<file path="src/rtl/rmw_pkg.sv">
package rmw_pkg;
  typedef enum logic [2:0] {
    ST_IDLE  = 3'd0,
    ST_EA1   = 3'd1,
    ST_EA2   = 3'd2,
    ST_READ  = 3'd3,
    ST_EXEC  = 3'd4,
    ST_WRITE = 3'd5,
    ST_DONE  = 3'd6
  } seq_state_t;
endpackage

</file>
<file path="src/rtl/rmw_alu.sv">
module rmw_alu #(
  parameter int W = 16
) (
  input  logic [W-1:0] opa,
  input  logic [W-1:0] opb,
  output logic [W-1:0] sum,
  output logic         cout
);
  logic [W:0] wide;
  always_comb begin
    wide = {1'b0, opa} + {1'b0, opb};
    sum  = wide[W-1:0];
    cout = wide[W];
  end
endmodule

</file>
<file path="src/rtl/rmw_addr_unit.sv">
module rmw_addr_unit #(
  parameter int W  = 16,
  parameter int AW = 20,
  parameter int SH = 4
) (
  input  logic          clk,
  input  logic          rst,
  input  logic          ld_tmp,
  input  logic          ld_phys,
  input  logic [W-1:0]  alu_sum,
  input  logic [W-1:0]  seg,
  output logic [W-1:0]  tmp_q,
  output logic [AW-1:0] phys_q
);
  localparam int SW = W + SH;
  logic [SW-1:0] seg_sh;
  logic [AW-1:0] phys_d;

  always_comb begin
    seg_sh = {seg, {SH{1'b0}}};
    phys_d = AW'(seg_sh) + AW'(alu_sum);
  end

  always_ff @(posedge clk) begin
    if (rst) begin
      tmp_q  <= '0;
      phys_q <= '0;
    end else begin
      if (ld_tmp)  tmp_q  <= alu_sum;
      if (ld_phys) phys_q <= phys_d;
    end
  end
endmodule

</file>
<file path="src/rtl/rmw_bus_arb.sv">
module rmw_bus_arb (
  input  logic clk,
  input  logic rst,
  input  logic data_phase,
  input  logic pf_req,
  output logic pf_gnt,
  output logic data_go
);
  logic pf_served;

  always_comb begin
    pf_gnt  = pf_req && (!data_phase || !pf_served);
    data_go = data_phase && !pf_gnt;
  end

  always_ff @(posedge clk) begin
    if (rst)                     pf_served <= 1'b0;
    else if (data_go)            pf_served <= 1'b0;
    else if (data_phase && pf_gnt) pf_served <= 1'b1;
  end
endmodule

</file>
<file path="src/rtl/rmw_seq.sv">
module rmw_seq #(
  parameter int W  = 16,
  parameter int AW = 20,
  parameter int SH = 4
) (
  input  logic          clk,
  input  logic          rst,
  input  logic          start,
  input  logic [W-1:0]  base_val,
  input  logic [W-1:0]  index_val,
  input  logic [W-1:0]  disp,
  input  logic [W-1:0]  imm,
  input  logic [W-1:0]  seg_base,
  output logic          mem_req,
  output logic          mem_we,
  output logic [AW-1:0] mem_addr,
  output logic [W-1:0]  mem_wdata,
  input  logic [W-1:0]  mem_rdata,
  input  logic          pf_req,
  input  logic [AW-1:0] pf_addr,
  output logic          pf_gnt,
  output logic          busy,
  output logic          done,
  output logic          flag_c,
  output logic          flag_z,
  output logic          flag_s
);
  import rmw_pkg::*;

  seq_state_t st;
  logic [W-1:0]  base_q, index_q, disp_q, imm_q, seg_q, res_q;
  logic [W-1:0]  alu_a, alu_b, alu_sum, tmp_q;
  logic          alu_c;
  logic [AW-1:0] phys_q;
  logic          data_phase, data_go;

  always_comb begin
    alu_a = '0;
    alu_b = '0;
    case (st)
      ST_EA1:  begin alu_a = base_q;    alu_b = index_q; end
      ST_EA2:  begin alu_a = tmp_q;     alu_b = disp_q;  end
      ST_EXEC: begin alu_a = mem_rdata; alu_b = imm_q;   end
      default: ;
    endcase
  end

  rmw_alu #(.W(W)) u_alu (
    .opa(alu_a), .opb(alu_b), .sum(alu_sum), .cout(alu_c)
  );

  rmw_addr_unit #(.W(W), .AW(AW), .SH(SH)) u_addr (
    .clk(clk), .rst(rst),
    .ld_tmp(st == ST_EA1), .ld_phys(st == ST_EA2),
    .alu_sum(alu_sum), .seg(seg_q),
    .tmp_q(tmp_q), .phys_q(phys_q)
  );

  assign data_phase = (st == ST_READ) || (st == ST_WRITE);

  rmw_bus_arb u_arb (
    .clk(clk), .rst(rst), .data_phase(data_phase),
    .pf_req(pf_req), .pf_gnt(pf_gnt), .data_go(data_go)
  );

  always_ff @(posedge clk) begin
    if (rst) begin
      st      <= ST_IDLE;
      base_q  <= '0;
      index_q <= '0;
      disp_q  <= '0;
      imm_q   <= '0;
      seg_q   <= '0;
      res_q   <= '0;
      flag_c  <= 1'b0;
      flag_z  <= 1'b0;
      flag_s  <= 1'b0;
    end else begin
      case (st)
        ST_IDLE: if (start) begin
          base_q  <= base_val;
          index_q <= index_val;
          disp_q  <= disp;
          imm_q   <= imm;
          seg_q   <= seg_base;
          st      <= ST_EA1;
        end
        ST_EA1:  st <= ST_EA2;
        ST_EA2:  st <= ST_READ;
        ST_READ: if (data_go) st <= ST_EXEC;
        ST_EXEC: begin
          res_q  <= alu_sum;
          flag_c <= alu_c;
          flag_z <= (alu_sum == '0);
          flag_s <= alu_sum[W-1];
          st     <= ST_WRITE;
        end
        ST_WRITE: if (data_go) st <= ST_DONE;
        ST_DONE:  st <= ST_IDLE;
        default:  st <= ST_IDLE;
      endcase
    end
  end

  always_comb begin
    mem_req   = pf_gnt || data_go;
    mem_we    = data_go && (st == ST_WRITE);
    mem_addr  = pf_gnt ? pf_addr : phys_q;
    mem_wdata = res_q;
    busy      = (st != ST_IDLE);
    done      = (st == ST_DONE);
  end
endmodule

</file>
<file path="config.mk">
export PLATFORM = sky130hd
export DESIGN_NAME = rmw_seq
export DESIGN_NICKNAME = d
export VERILOG_FILES = /design/src/rtl/rmw_pkg.sv /design/src/rtl/rmw_alu.sv /design/src/rtl/rmw_addr_unit.sv /design/src/rtl/rmw_bus_arb.sv /design/src/rtl/rmw_seq.sv
export SDC_FILE = /design/constraint.sdc
export NUM_CORES = 1
export LEC_CHECK = 0
export BUFFER_PORTS_ARGS = -buffer_cell sky130_fd_sc_hd__buf_2
export CAP_MARGIN = 20
export CORE_MARGIN = 1.5
export CORE_UTILIZATION = 35
export CTS_CLUSTER_SIZE = 12
export DETAILED_ROUTE_END_ITERATION = 6
export SLEW_MARGIN = 20
export SYNTH_ARGS = -nofsm -noshare
export SYNTH_HDL_FRONTEND = slang
export SYNTH_HIERARCHICAL = 1
export SYNTH_SLANG_ARGS = --single-unit
</file>
<file path="constraint.sdc">
create_clock -name clk -period 4.2 [get_ports clk]
set_clock_uncertainty 0.2 [all_clocks]
set_input_delay 0.63 -clock clk [delete_from_list [all_inputs] [get_ports clk]]
set_output_delay 0.63 -clock clk [all_outputs]
set_load 0.03 [all_outputs]
</file>
# Word-level counts from Yosys, hierarchy flattened
# Index checks and enable logic that the tools add are counted.
# W data, S select, Z words.
[classes]
n_addsub = 2
n_mul = 0
div = 0
n_lt_le_gt_ge = 0
n_eq_ne = 9
n_shift = 0
n_mux = 7
bitwise = 0
reduce_logical = 16
[op_table]
columns = ["operator", "n"]
rows = [
  ["$pmux W16 S3", 2],
  ["$add A20 B16 Y20", 1],
  ["$mux W20", 1],
  ["$pmux W3 S6", 1],
  ["$add A16 B16 Y17", 1],
  ["$logic_not A16 Y1", 1],
  ["$eq A3 B3 Y1 const B", 3],
  ["$mux W3", 3],
  ["$eq A3 B2 Y1 const B", 2],
  ["$ne A2 B2 Y1 const B", 3],
  ["$logic_and A1 B1 Y1", 4],
  ["$eq A3 B1 Y1 const B", 1],
  ["$logic_not A1 Y1", 3],
  ["$logic_not A3 Y1", 1],
  ["$logic_or A1 B1 Y1", 3],
  ["$reduce_and A3 Y1", 1],
  ["$reduce_bool A3 Y1", 1],
  ["$reduce_and A2 Y1", 1],
  ["$reduce_or A2 Y1", 1],
]
[word_totals]
regBits = 139
latch_bits = 0
ramBits = 0
mem_bits_ro = 0
input_bits = 120
output_inout_bits = 44
word_cells = 47
mem_count = 0

# Longest topological paths before layout
# Gate-level depths: netlist of the first run.
[depth]
depth_word = 9
mapped_depth = 20
depth_no_buf = 17

# Modules after synthesis
# Netlist of the first run, hierarchy kept.
[by_module_without_submodules]
columns = ["module", "instances", "cells_per_inst", "area_each_um2", "seq_area_each_um2"]
rows = [
  ["rmw_seq", 1, 594, 4501.8, 2021.9],
  ["rmw_addr_unit", 1, 217, 1996.9, 720.7],
  ["rmw_alu", 1, 110, 855.8, 0.0],
  ["rmw_bus_arb", 1, 7, 57.6, 20.0],
]

# Worst setup path after synthesis of the first run
# Ideal clock, no wire load.
[synth_timing]
path_kind = "register -> register"
start = "reg st[0]"
end = "reg u_addr.phys_q[11]"
setup_ps = 120
arrival_ps = 4293
required_time_ps = 3880
path_slack_ps = -413
stages_incl_launch_ff = 20
path_buffers = 3
period_less_slack_ps = 4613
cell_sequence = "dfxtp_1 > buf_1 > nor3b_1 > buf_2 > buf_2 > nand2_1 > o21ai_0 > ha_1 > fa_1 > a21o_1 > a221oi_2 > o21bai_2 > a21oi_2 > xnor2_1 > ha_1 > and3_2 > or3_4 > a31oi_4 > nor4b_1 > a211o_1"
[synth_via]
elab_chain_cells = 4
elab_cells_between_ends = 7
classes_between = "2 x add/sub; 3 x eq/ne; 2 x mux"
[synth_rtl]
columns = ["element", "line", "source"]
rows = [
  ["start, declared", "rmw_seq.sv:30", "seq_state_t st;"],
  ["start signal, assigned", "rmw_seq.sv:68", "st <= ST_IDLE;"],
  ["start signal, assigned", "rmw_seq.sv:86", "st <= ST_EA1;"],
  ["start signal, assigned", "rmw_seq.sv:88", "ST_EA1: st <= ST_EA2;"],
  ["$eq A3 B3 Y1, or another cell as far along", "rmw_seq.sv:40", "case (st)"],
  ["$pmux W16 S3 *", "rmw_seq.sv:40", ""],
  ["named net alu_a[0]", "rmw_seq.sv:32", "logic [W-1:0] alu_a, alu_b, alu_sum, tmp_q;"],
  ["$add A16 B16 Y17 *", "rmw_alu.sv:11", "wide = {1'b0, opa} + {1'b0, opb};"],
  ["named net alu_sum[8]", "rmw_seq.sv:32", ""],
  ["$add A20 B16 Y20 *", "rmw_addr_unit.sv:21", "phys_d = AW'(seg_sh) + AW'(alu_sum);"],
  ["end signal, assigned", "rmw_addr_unit.sv:30", "if (ld_phys) phys_q <= phys_d;"],
  ["end, declared", "rmw_addr_unit.sv:13", "output logic [AW-1:0] phys_q"],
]
# The timed path passes the listed nets; every way through them passes the cells marked *.
# A chain may end at the register's enable or synchronous reset.

# Final worst setup path of the first run
[layout_timing]
start = "reg st[1]"
end = "reg u_addr.phys_q[11]"
# The elaborated chain is that of the path after synthesis.

==> results of run 1 <==
## metrics by stage
step	hold WS [ns]	setup WS [ns]	util	TNS [ns]
6_report	0.234	-0.134	0.498	-0.530
2_1_floorplan	0.236	0.00940	-	0
3_3_place_gp	0.243	-0.201	0.431	-1.09
3_5_place_dp	0.247	-0.227	0.431	-1.30
5_1_grt	0.232	-0.253	0.498	-1.81
4_1_cts	0.210	-0.00775	0.469	-0.0186
## worst max-delay path, delay by kind of cell (launching register included)
| kind | cells | cell delay (ns) |
|---|---|---|
| AO/OA/AOI/OAI | 9 | 1.84 |
| XOR/XNOR | 1 | 0.16 |
| adder cells (fa/ha/maj) | 3 | 0.83 |
| buffers and inverters | 1 | 0.14 |
| flip-flops | 1 | 0.37 |
| AND/OR/NAND/NOR | 3 | 0.65 |
## registers in the layout, summed over array words and instances, names as in the netlist
signal	flops
base_q	16
disp_q	16
flag_c	1
flag_s	1
flag_z	1
imm_q	16
index_q	16
mem_wdata	15
seg_q	16
st	3
u_addr/phys_q	20
u_addr/tmp_q	16
u_arb/pf_served	1
## cell type report
type                            instances  area (sq um)  area share
Multi-Input combinational cell        712          4810       0.462
Sequential cell                       138          2770       0.266
Inverter                                8          30.0     0.00289
Tap cell                              275           344      0.0331
Timing Repair Buffer                  283          1890       0.182
Clock inverter                         15           133      0.0128
Clock buffer                           17           425      0.0409
## synth_stat cells (3+ instances only)
| master | n | area share |
|---|---|---|
| nand2_1 | 239 | 0.12 |
| dfxtp_1 | 138 | 0.37 |
| a21oi_1 | 117 | 0.079 |
| nor2_1 | 47 | 0.024 |
| o21ai_0 | 44 | 0.030 |
| clkbuf_1 | 32 | 0.016 |
| a22oi_1 | 31 | 0.031 |
| mux2i_1 | 29 | 0.039 |
| ha_1 | 28 | 0.047 |
| buf_2 | 24 | 0.016 |
| mux2_2 | 21 | 0.032 |
| a21o_1 | 12 | 0.012 |
| xnor2_1 | 12 | 0.014 |
| buf_6 | 10 | 0.015 |
| a211oi_1 | 9 | 0.0091 |
| inv_1 | 8 | 0.0041 |
| nor2b_1 | 8 | 0.0068 |
| and3_1 | 7 | 0.0059 |
| xor2_1 | 7 | 0.0083 |
| nand2b_1 | 6 | 0.0051 |
| nand3_1 | 6 | 0.0041 |
| nor4_1 | 6 | 0.0051 |
| and4_1 | 5 | 0.0059 |
| o211ai_1 | 5 | 0.0051 |
| a31oi_1 | 4 | 0.0034 |
| nand4_1 | 4 | 0.0034 |
| nor3_1 | 4 | 0.0027 |
| o21a_1 | 4 | 0.0041 |
| a21oi_2 | 3 | 0.0035 |
| a41oi_1 | 3 | 0.0035 |
| and2_1 | 3 | 0.0025 |
| nor3b_1 | 3 | 0.0030 |
## worst min path at each step
| stage | depth (start not counted) | start | end | slack [ns] |
|---|---|---|---|---|
| after floorplan | 2 | base_q[0] | base_q[0] | 0.24 |
| after global placement | 2 | mem_wdata[1] | mem_wdata[1] | 0.24 |
| after detailed placement | 2 | mem_wdata[3] | mem_wdata[3] | 0.25 |
| after CTS | 3 | index_val[2] | index_q[2] | 0.21 |
| after global routing | 3 | index_val[7] | index_q[7] | 0.23 |
| final | 3 | disp[3] | disp_q[3] | 0.23 |
## per-layer routing
layer / vias to the layer above / wire length (microns) / track usage
met5: - / 0 / 0
met4: 0 / 493 / 0.0673
met3: 30 / 1190 / 0.0347
met2: 203 / 11300 / 0.346
met1: 3453 / 10300 / 0.275
li1: 3710 / - / -
## power by group through the flow
stage	combinational, mW	sequential [mW]	clock (mW)
2_1_floorplan	0.383	1.43	0
5_1_grt	0.724	1.43	1.49
3_5_place_dp	0.593	1.45	0
3_3_place_gp	0.588	1.45	0
4_1_cts	0.615	1.42	1.45
6_report	0.663	1.42	1.41
## cells in the final DEF, fill, tap and decap left out, types with 16 or more instances in the layout
cell,synthesis,final
nand2_1,239,233
buf_2,24,162
dfxtp_1,138,136
a21oi_1,117,111
buf_4,1,105
nor2_1,47,46
mux2i_1,29,29
o21ai_0,44,25
a22oi_1,31,22
mux2_2,21,21
clkbuf_16,0,19
ha_1,28,16
## cell families (layout without fill, tap and decap cells)
logic type / Yosys count / count (layout) / synth area share
DFF: 138 / 138 / 0.373
muxes: 50 / 50 / 0.0711
xor gates and xnor gates: 19 / 19 / 0.0225
adders and majority gates: 30 / 30 / 0.0527
AOI/OAI and AO/OA: 261 / 261 / 0.218
and+or+nand+nor: 352 / 352 / 0.207
buffers and inverters: 78 / 323 / 0.0555
## repair_timing
action	CTS	global route
pin swaps	19	50
cloned	2	2
endpoints found under the setup margin	11	11
gates resized for setup	33	83
buffers inserted	8	17
==> impl_metrics.yaml, run 1 <==
run_status:
  status: "finished, violations left"
  failed_checks: "negative setup slack"
setup_path:
  ff2ff_setup_slack_ns: -0.13
  cp-end-kind: "flop"
  start_kind: "flop"
  regToRegStartpoint: "st[1]"
  crit_arrival_ns: 4.44
  reg2reg_to: "u_addr/phys_q[11]"
  worstSetupPathType: "flop to flop"
  crit_fanout: 9
  path_cells: "nor2b_4 > buf_12 > a22oi_2 > o21ai_2 > ha_2 > fa_2 > a21o_1 > a221oi_4 > o21bai_4 > a21oi_2 > xnor2_2 > ha_4 > a21o_4 > or3_4 > a31oi_4 > nor4b_2 > a211o_1"
  worst_ep_required_time_ns: 4.31
  cp-startpoint: "st[1]"
  cpPeakStageDelay_ns: 0.42
  crit_path_end: "u_addr/phys_q[11]"
  ff2ff_path_depth: 17
  cp_slowest_cell: "or3_4"
placed_design:
  placed_area_sq_um: 9000
  port_buffers: 163
  placed_cells: 1387
  dp_hpwl_microns: 17000
  gp_congestion: 0.935
cells_and_area:
  layout.nets: 1310
  final_area_sq_um: 10400
  layout-drive-gt1-share: 0.372
  stdcell_count: 1448
  syn_to_final_growth_pct: 40.3
  fillers: 2094
  diodes: 0
die:
  rows: 53
  die-width_microns: 149
  io_pins: 164
  die-area_sq_um: 22100
  start_util: 0.355
  coreArea_sq_um: 20900
  die-height_microns: 149
routing:
  ant_nets: 0
  avgRoutedWirePerCell_microns: 16.1
  vias: 7396
  routed_wl_microns: 23300
  drcViolationCount: 0
  drt_iter0_drc: 404
  viasPerCell: 5.11
  drtPass1Iterations: 7
timing:
  drv_slew: 0
  min_period_ns: 4.33
  fin_ws_ns: -0.134
  fmax_mhz: 231
  slew-limit-headroom: 0.371
  finalSetupViolCount: 7
  worst_pin_slew_ns: 0.944
  finalHoldViolations: 0
  post-route-period-util: 1.03
  rsz0062_at_grt: "yes"
cts:
  h-tree-depth: 4
  hold_buffers: 0
  cts-root-buf: "clkbuf_16"
  clk_pin_slew_worst_paths_ns: 0.07
  numCtsBuffers: 17
  clock_path_buffers: 2
  cts_tree: "done"
  clkLatencyLatePin_ns: 0.43
  clock-sinks: 138
synthesis:
  synthCells: 928
  synth_cell_types: 69
  netlist_area_sq_um: 7410
  yosys_register_bits: 138
  synth-main-ff-cell: "dfxtp_1"
  synth-edff-count: 0
  synthArstFlopShare: 0
  postSynthAreaPerCell_sq_um: 7.99
  seq_area_frac_synth: 0.373
  syn_nets: 1078
  yosys_warnings: 6
power:
  power_density_nw_per_um2: 337
  peakVddDrop_mv: 0.233
  pwr-share-seq: 0.407
  p_sw_frac: 0.301
  power.leakage_nw: 4.41
  totalPowerFinal_mw: 3.50
  switching_power_mw: 1.05
  p_comb_frac: 0.189
  pwr-share-clk: 0.404
  internal_power_mw: 2.45
worst_hold_path:
  hold_class: "input port to flop"
global_routing:
  grt.overflow.total: 0
  grt.total_usage: 0.208
  grt_pass1_wl_microns: 35700
  antenna_found_initial: 0
  grt_max_degree: 91
  first_global_vias: 6741
run:
  cap_violations: 0
Power figures use the tool's default switching activity.
==> run 2: changes to the inputs <==
- CORE_UTILIZATION: 35 -> 29
==> impl_metrics.yaml, run 2 (same netlist as run 1, synthesis figures left out) <==
setup_path:
  crit_fanout: 12
  worst_ep_required_time_ns: 4.32
  worstSetupPathType: "flop to flop"
  start_kind: "flop"
  ff2ff_setup_slack_ns: -0.1
  cp-end-kind: "flop"
  crit_arrival_ns: 4.41
global_routing:
  first_global_vias: 7064
  grt.overflow.total: 0
  antenna_found_initial: 0
  grt.total_usage: 0.186
  grt_max_degree: 84
  grt_pass1_wl_microns: 38000
power:
  power_density_nw_per_um2: 358
  peakVddDrop_mv: 0.204
  totalPowerFinal_mw: 3.75
  power.leakage_nw: 4.45
timing:
  whs_ns: 0.227
  post-route-period-util: 1.02
  min_period_ns: 4.30
  finalSetupViolCount: 4
  slew-limit-headroom: 0.341
  drv_slew: 0
  rsz0062_at_grt: "yes"
  worst_pin_slew_ns: 0.982
  fin_ws_ns: -0.0951
  fmax_mhz: 233
  finalHoldViolations: 0
routing:
  drt_iter0_drc: 540
  routed_wl_microns: 24800
  drcViolationCount: 0
  vias: 7487
  viasPerCell: 4.97
  avgRoutedWirePerCell_microns: 16.5
  drtPass1Iterations: 5
  ant_nets: 0
cells_and_area:
  layout-drive-gt1-share: 0.363
  diodes: 0
  layout.nets: 1313
  largest_register: "u_addr/phys_q"
  finalCoreUtilization: 0.418
  mostFrequentLayoutCell: "nand2_1"
  largest_register_ffs: 20
  mostFrequentLayoutCells: "nand2_1 (237), buf_2 (162), dfxtp_1 (136)"
  syn_to_final_growth_pct: 41.6
cts:
  cts-root-buf: "clkbuf_16"
  clock-sinks: 138
  hold_buffers: 0
  clk_pin_slew_worst_paths_ns: 0.07
  h-tree-depth: 4
  numCtsBuffers: 17
  clkLatencyLatePin_ns: 0.43
  cts_tree: "done"
  clock_path_buffers: 2
placed_design:
  place_ws_ns: -0.148
  port_buffers: 163
  gp_congestion: 0.850
  dp_hpwl_microns: 18200
run:
  cap_violations: 0
run_status:
  status: "finished, violations left"
  failed_checks: "negative setup slack"
die:
  die-height_microns: 163
  io_pins: 164
  start_util: 0.295
  rows: 58
  die-area_sq_um: 26500
  die-width_microns: 163
  coreArea_sq_um: 25100
worst_hold_path:
  hold_class: "input port to flop"
## run 2: changes by cell type in the layout (fill, tap and decap cells not counted), moves of 3 or more
cell | previous run | this run
and3_1 | 4 | 7
a22oi_1 | 22 | 26
buf_4 | 105 | 110
a22oi_2 | 9 | 5
nand2_1 | 233 | 237
and3_4 | 4 | 1
clkinvlp_4 | 4 | 1
inv_8 | 4 | 1
ha_2 | 5 | 2
ha_4 | 7 | 10
bufinv_16 | 0 | 4
nand2_4 | 3 | 0
## run 2: worst max-delay path: stages (launching register included)
cell and delay [ns]:
dfxtp_4 0.37, nor2b_4 0.14, buf_12 0.14, a22oi_2 0.18
o21ai_1 0.08, ha_2 0.21, fa_2 0.36, a21o_1 0.23
a221oi_4 0.36, o21bai_4 0.11, a21oi_2 0.19, xnor2_2 0.17
ha_4 0.27, and4_1 0.19, or3_4 0.43, a31oi_4 0.19
buf_6 0.13, mux2i_1 0.16, nand2_1 0.06
## run 2: worst paths after layout
kind	from	endpoint	cells past startpoint
setup / recovery	st[1]	u_addr/phys_q[13]	18
hold / removal	disp[3]	disp_q[3]	3
setup reg to reg	st[1]	u_addr/phys_q[13]	18
hold reg to reg	mem_wdata[12]	mem_wdata[12]	2
## run 2: where the power goes
part / switching, mW / total [mW] / internal [mW]
Combinational: 0.376 / 0.679 / 0.303
Sequential: 0.0504 / 1.43 / 1.38
Clock: 0.641 / 1.65 / 1.01
## run 2: metrics by stage
stage	instances	setup TNS (ns)	instance area (sq um)
2_1_floorplan	928	0	7500
3_3_place_gp	1449	-0.507	9140
3_5_place_dp	1449	-0.906	9140
4_1_cts	1495	-0.0173	10100
5_1_grt	1506	-1.53	10500
6_report	1506	-0.195	10500
## run 2: what timing repair did
| action | CTS | global route |
|---|---|---|
| gates cloned | 2 | 0 |
| setup endpoints to repair | 11 | 11 |
| pin swaps | 35 | 35 |
| buffers inserted | 12 | 11 |
| gates resized for setup | 46 | 55 |
## run 2: cell type report
type	count	area (sq um)
clock buffers	17	425
clock inverters	15	214
flip-flops and latches	138	2770
repair buffers	286	1880
inverters	8	30.0
multi-input cells	712	4770
well taps	330	413
fillers	2576	14600
## run 2: metal layers
layer  wire length (microns)  GRT usage  vias to the layer above
met4                     445     0.0571                        0
met3                    1360     0.0326                       25
met1                   11300      0.251                     3502
met5                       0          0                        -
met2                   11700      0.300                      247
li1                        -          -                     3713
==> run 3: changes to the inputs <==
- CORE_ASPECT_RATIO: default -> 0.8
- clock period: 4.2 -> 4.7 ns (I/O delays scaled with it)
==> impl_metrics.yaml, run 3 (same netlist as run 1, synthesis figures left out) <==
setup_path:
  worst_ep_required_time_ns: 4.82
  worstSetupPathType: "flop to flop"
  cp-end-kind: "flop"
  ff2ff_path_depth: 16
  crit_arrival_ns: 4.63
  start_kind: "flop"
  crit_fanout: 48
cells_and_area:
  layout-drive-gt1-share: 0.276
  mostFrequentLayoutCells: "nand2_1 (239), buf_2 (162), dfxtp_1 (137)"
  stdcell_count: 1421
  syn_to_final_growth_pct: 26.6
  diodes: 0
  mostFrequentLayoutCell: "nand2_1"
  final_area_sq_um: 9380
  largest_register_ffs: 20
  layout.nets: 1236
  largest_register: "u_addr/phys_q"
placed_design:
  port_buffers: 163
  placed_area_sq_um: 8620
  placed_cells: 1389
  dp_hpwl_microns: 17300
  gp_congestion: 0.862
power:
  power.leakage_nw: 3.96
  peakVddDrop_mv: 0.224
  power_density_nw_per_um2: 333
cts:
  clock-sinks: 138
  h-tree-depth: 4
  clk_pin_slew_worst_paths_ns: 0.07
  clkLatencyLatePin_ns: 0.43
  clock_path_buffers: 2
  numCtsBuffers: 17
  cts_tree: "done"
  cts-root-buf: "clkbuf_16"
die:
  start_util: 0.294
  rows: 52
  die-width_microns: 182
  coreArea_sq_um: 25200
  die-area_sq_um: 26500
  die-height_microns: 146
  io_pins: 164
worst_hold_path:
  hold_class: "flop to flop"
  holdPathStages: 2
routing:
  drt_iter0_drc: 554
  viasPerCell: 5.00
  drtPass1Iterations: 5
  avgRoutedWirePerCell_microns: 16.5
  routed_wl_microns: 23500
  vias: 7110
  ant_nets: 0
  drcViolationCount: 0
timing:
  drv_slew: 0
  min_period_ns: 4.51
  fmax_mhz: 222
  finalHoldViolations: 0
  post-route-period-util: 0.960
  worst_pin_slew_ns: 0.998
  finalSetupViolCount: 0
  slew-limit-headroom: 0.335
  rsz0062_at_grt: "yes"
global_routing:
  grt.overflow.total: 0
  antenna_found_initial: 0
  grt_max_degree: 98
  grt.total_usage: 0.175
  first_global_vias: 6541
  grt_pass1_wl_microns: 35900
run:
  cap_violations: 0
run_status:
  status: "finished clean"
[run 3: changes by cell type in the layout (fill, tap and decap cells not counted), moves of 3 or more]
cell,before,now
a22oi_1,26,31
buf_4,110,46
ha_1,16,24
inv_6,4,1
buf_6,6,0
a211oi_2,4,1
a22oi_2,5,0
a211oi_1,4,7
buf_12,5,1
a21oi_1,111,115
o21ai_0,25,38
o21ai_1,10,7
o21ai_2,11,2
ha_4,10,2
[run 3: path summary, 6_finish.rpt]
check	start	end	slack [ns]
worst max-delay path	st[1]	u_addr/phys_q[11]	0.19
worst min-delay path	mem_wdata[11]	mem_wdata[11]	0.26
worst max register to register	st[1]	u_addr/phys_q[11]	0.19
worst min register to register	mem_wdata[11]	mem_wdata[11]	0.26
[run 3: layout make-up]
| class | instances | area [sq um] |
|---|---|---|
| fillers | 2590 | 15800 |
| multi-input cells | 712 | 4430 |
| flip-flops and latches | 138 | 2760 |
| repair buffers | 209 | 1180 |
| clock buffers | 20 | 457 |
| well taps | 324 | 405 |
| clock inverters | 10 | 120 |
| inverters | 8 | 30.0 |
[run 3: report_power, final]
group / leakage, nW / internal [mW] / switching (mW)
clock: 0.278 / 0.805 / 0.530
combinational: 2.56 / 0.208 / 0.309
sequential: 1.12 / 1.23 / 0.0434
[run 3: repair_timing]
item	in CTS	in global routing
setup endpoints to repair	6	10
pin swaps	0	4
hold buffers	0	0
resized for setup	3	31
buffers inserted	0	2
[run 3: critical path, cell delays in order (launching register included)]
cell      delay [ns]
dfxtp_1         0.32
buf_4           0.15
nor3b_2         0.25
buf_12          0.26
nand2_1         0.09
o21ai_1         0.13
ha_1            0.33
a21o_1          0.25
o21bai_1        0.22
xor2_1          0.51
ha_1            0.34
a21o_1          0.19
and4_1          0.20
or3_4           0.37
a31oi_4         0.24
nor4b_1         0.08
a211o_1         0.26
[run 3: through the flow]
step                      power [mW]  utilization  setup TNS (ns)  hold slack, ns  setup slack, ns
after floorplan                 1.61            -               0           0.236           0.0868
after global placement          1.79        0.342               0           0.243           0.0975
after detailed placement        1.79        0.342          -0.150           0.247           -0.105
after CTS                       3.13        0.366               0           0.256           0.0687
after global routing            3.25        0.373          -0.173           0.271          -0.0612
final                           3.12        0.373               0           0.255            0.188
[run 3: routing by layer]
metal | vias to the layer above | track usage | share of wire
met1 | 3334 | 0.249 | 0.49
met4 | 0 | 0.0475 | 0.012
li1 | 3559 | - | -
met2 | 199 | 0.267 | 0.44
met5 | - | 0 | 0
met3 | 18 | 0.0345 | 0.056
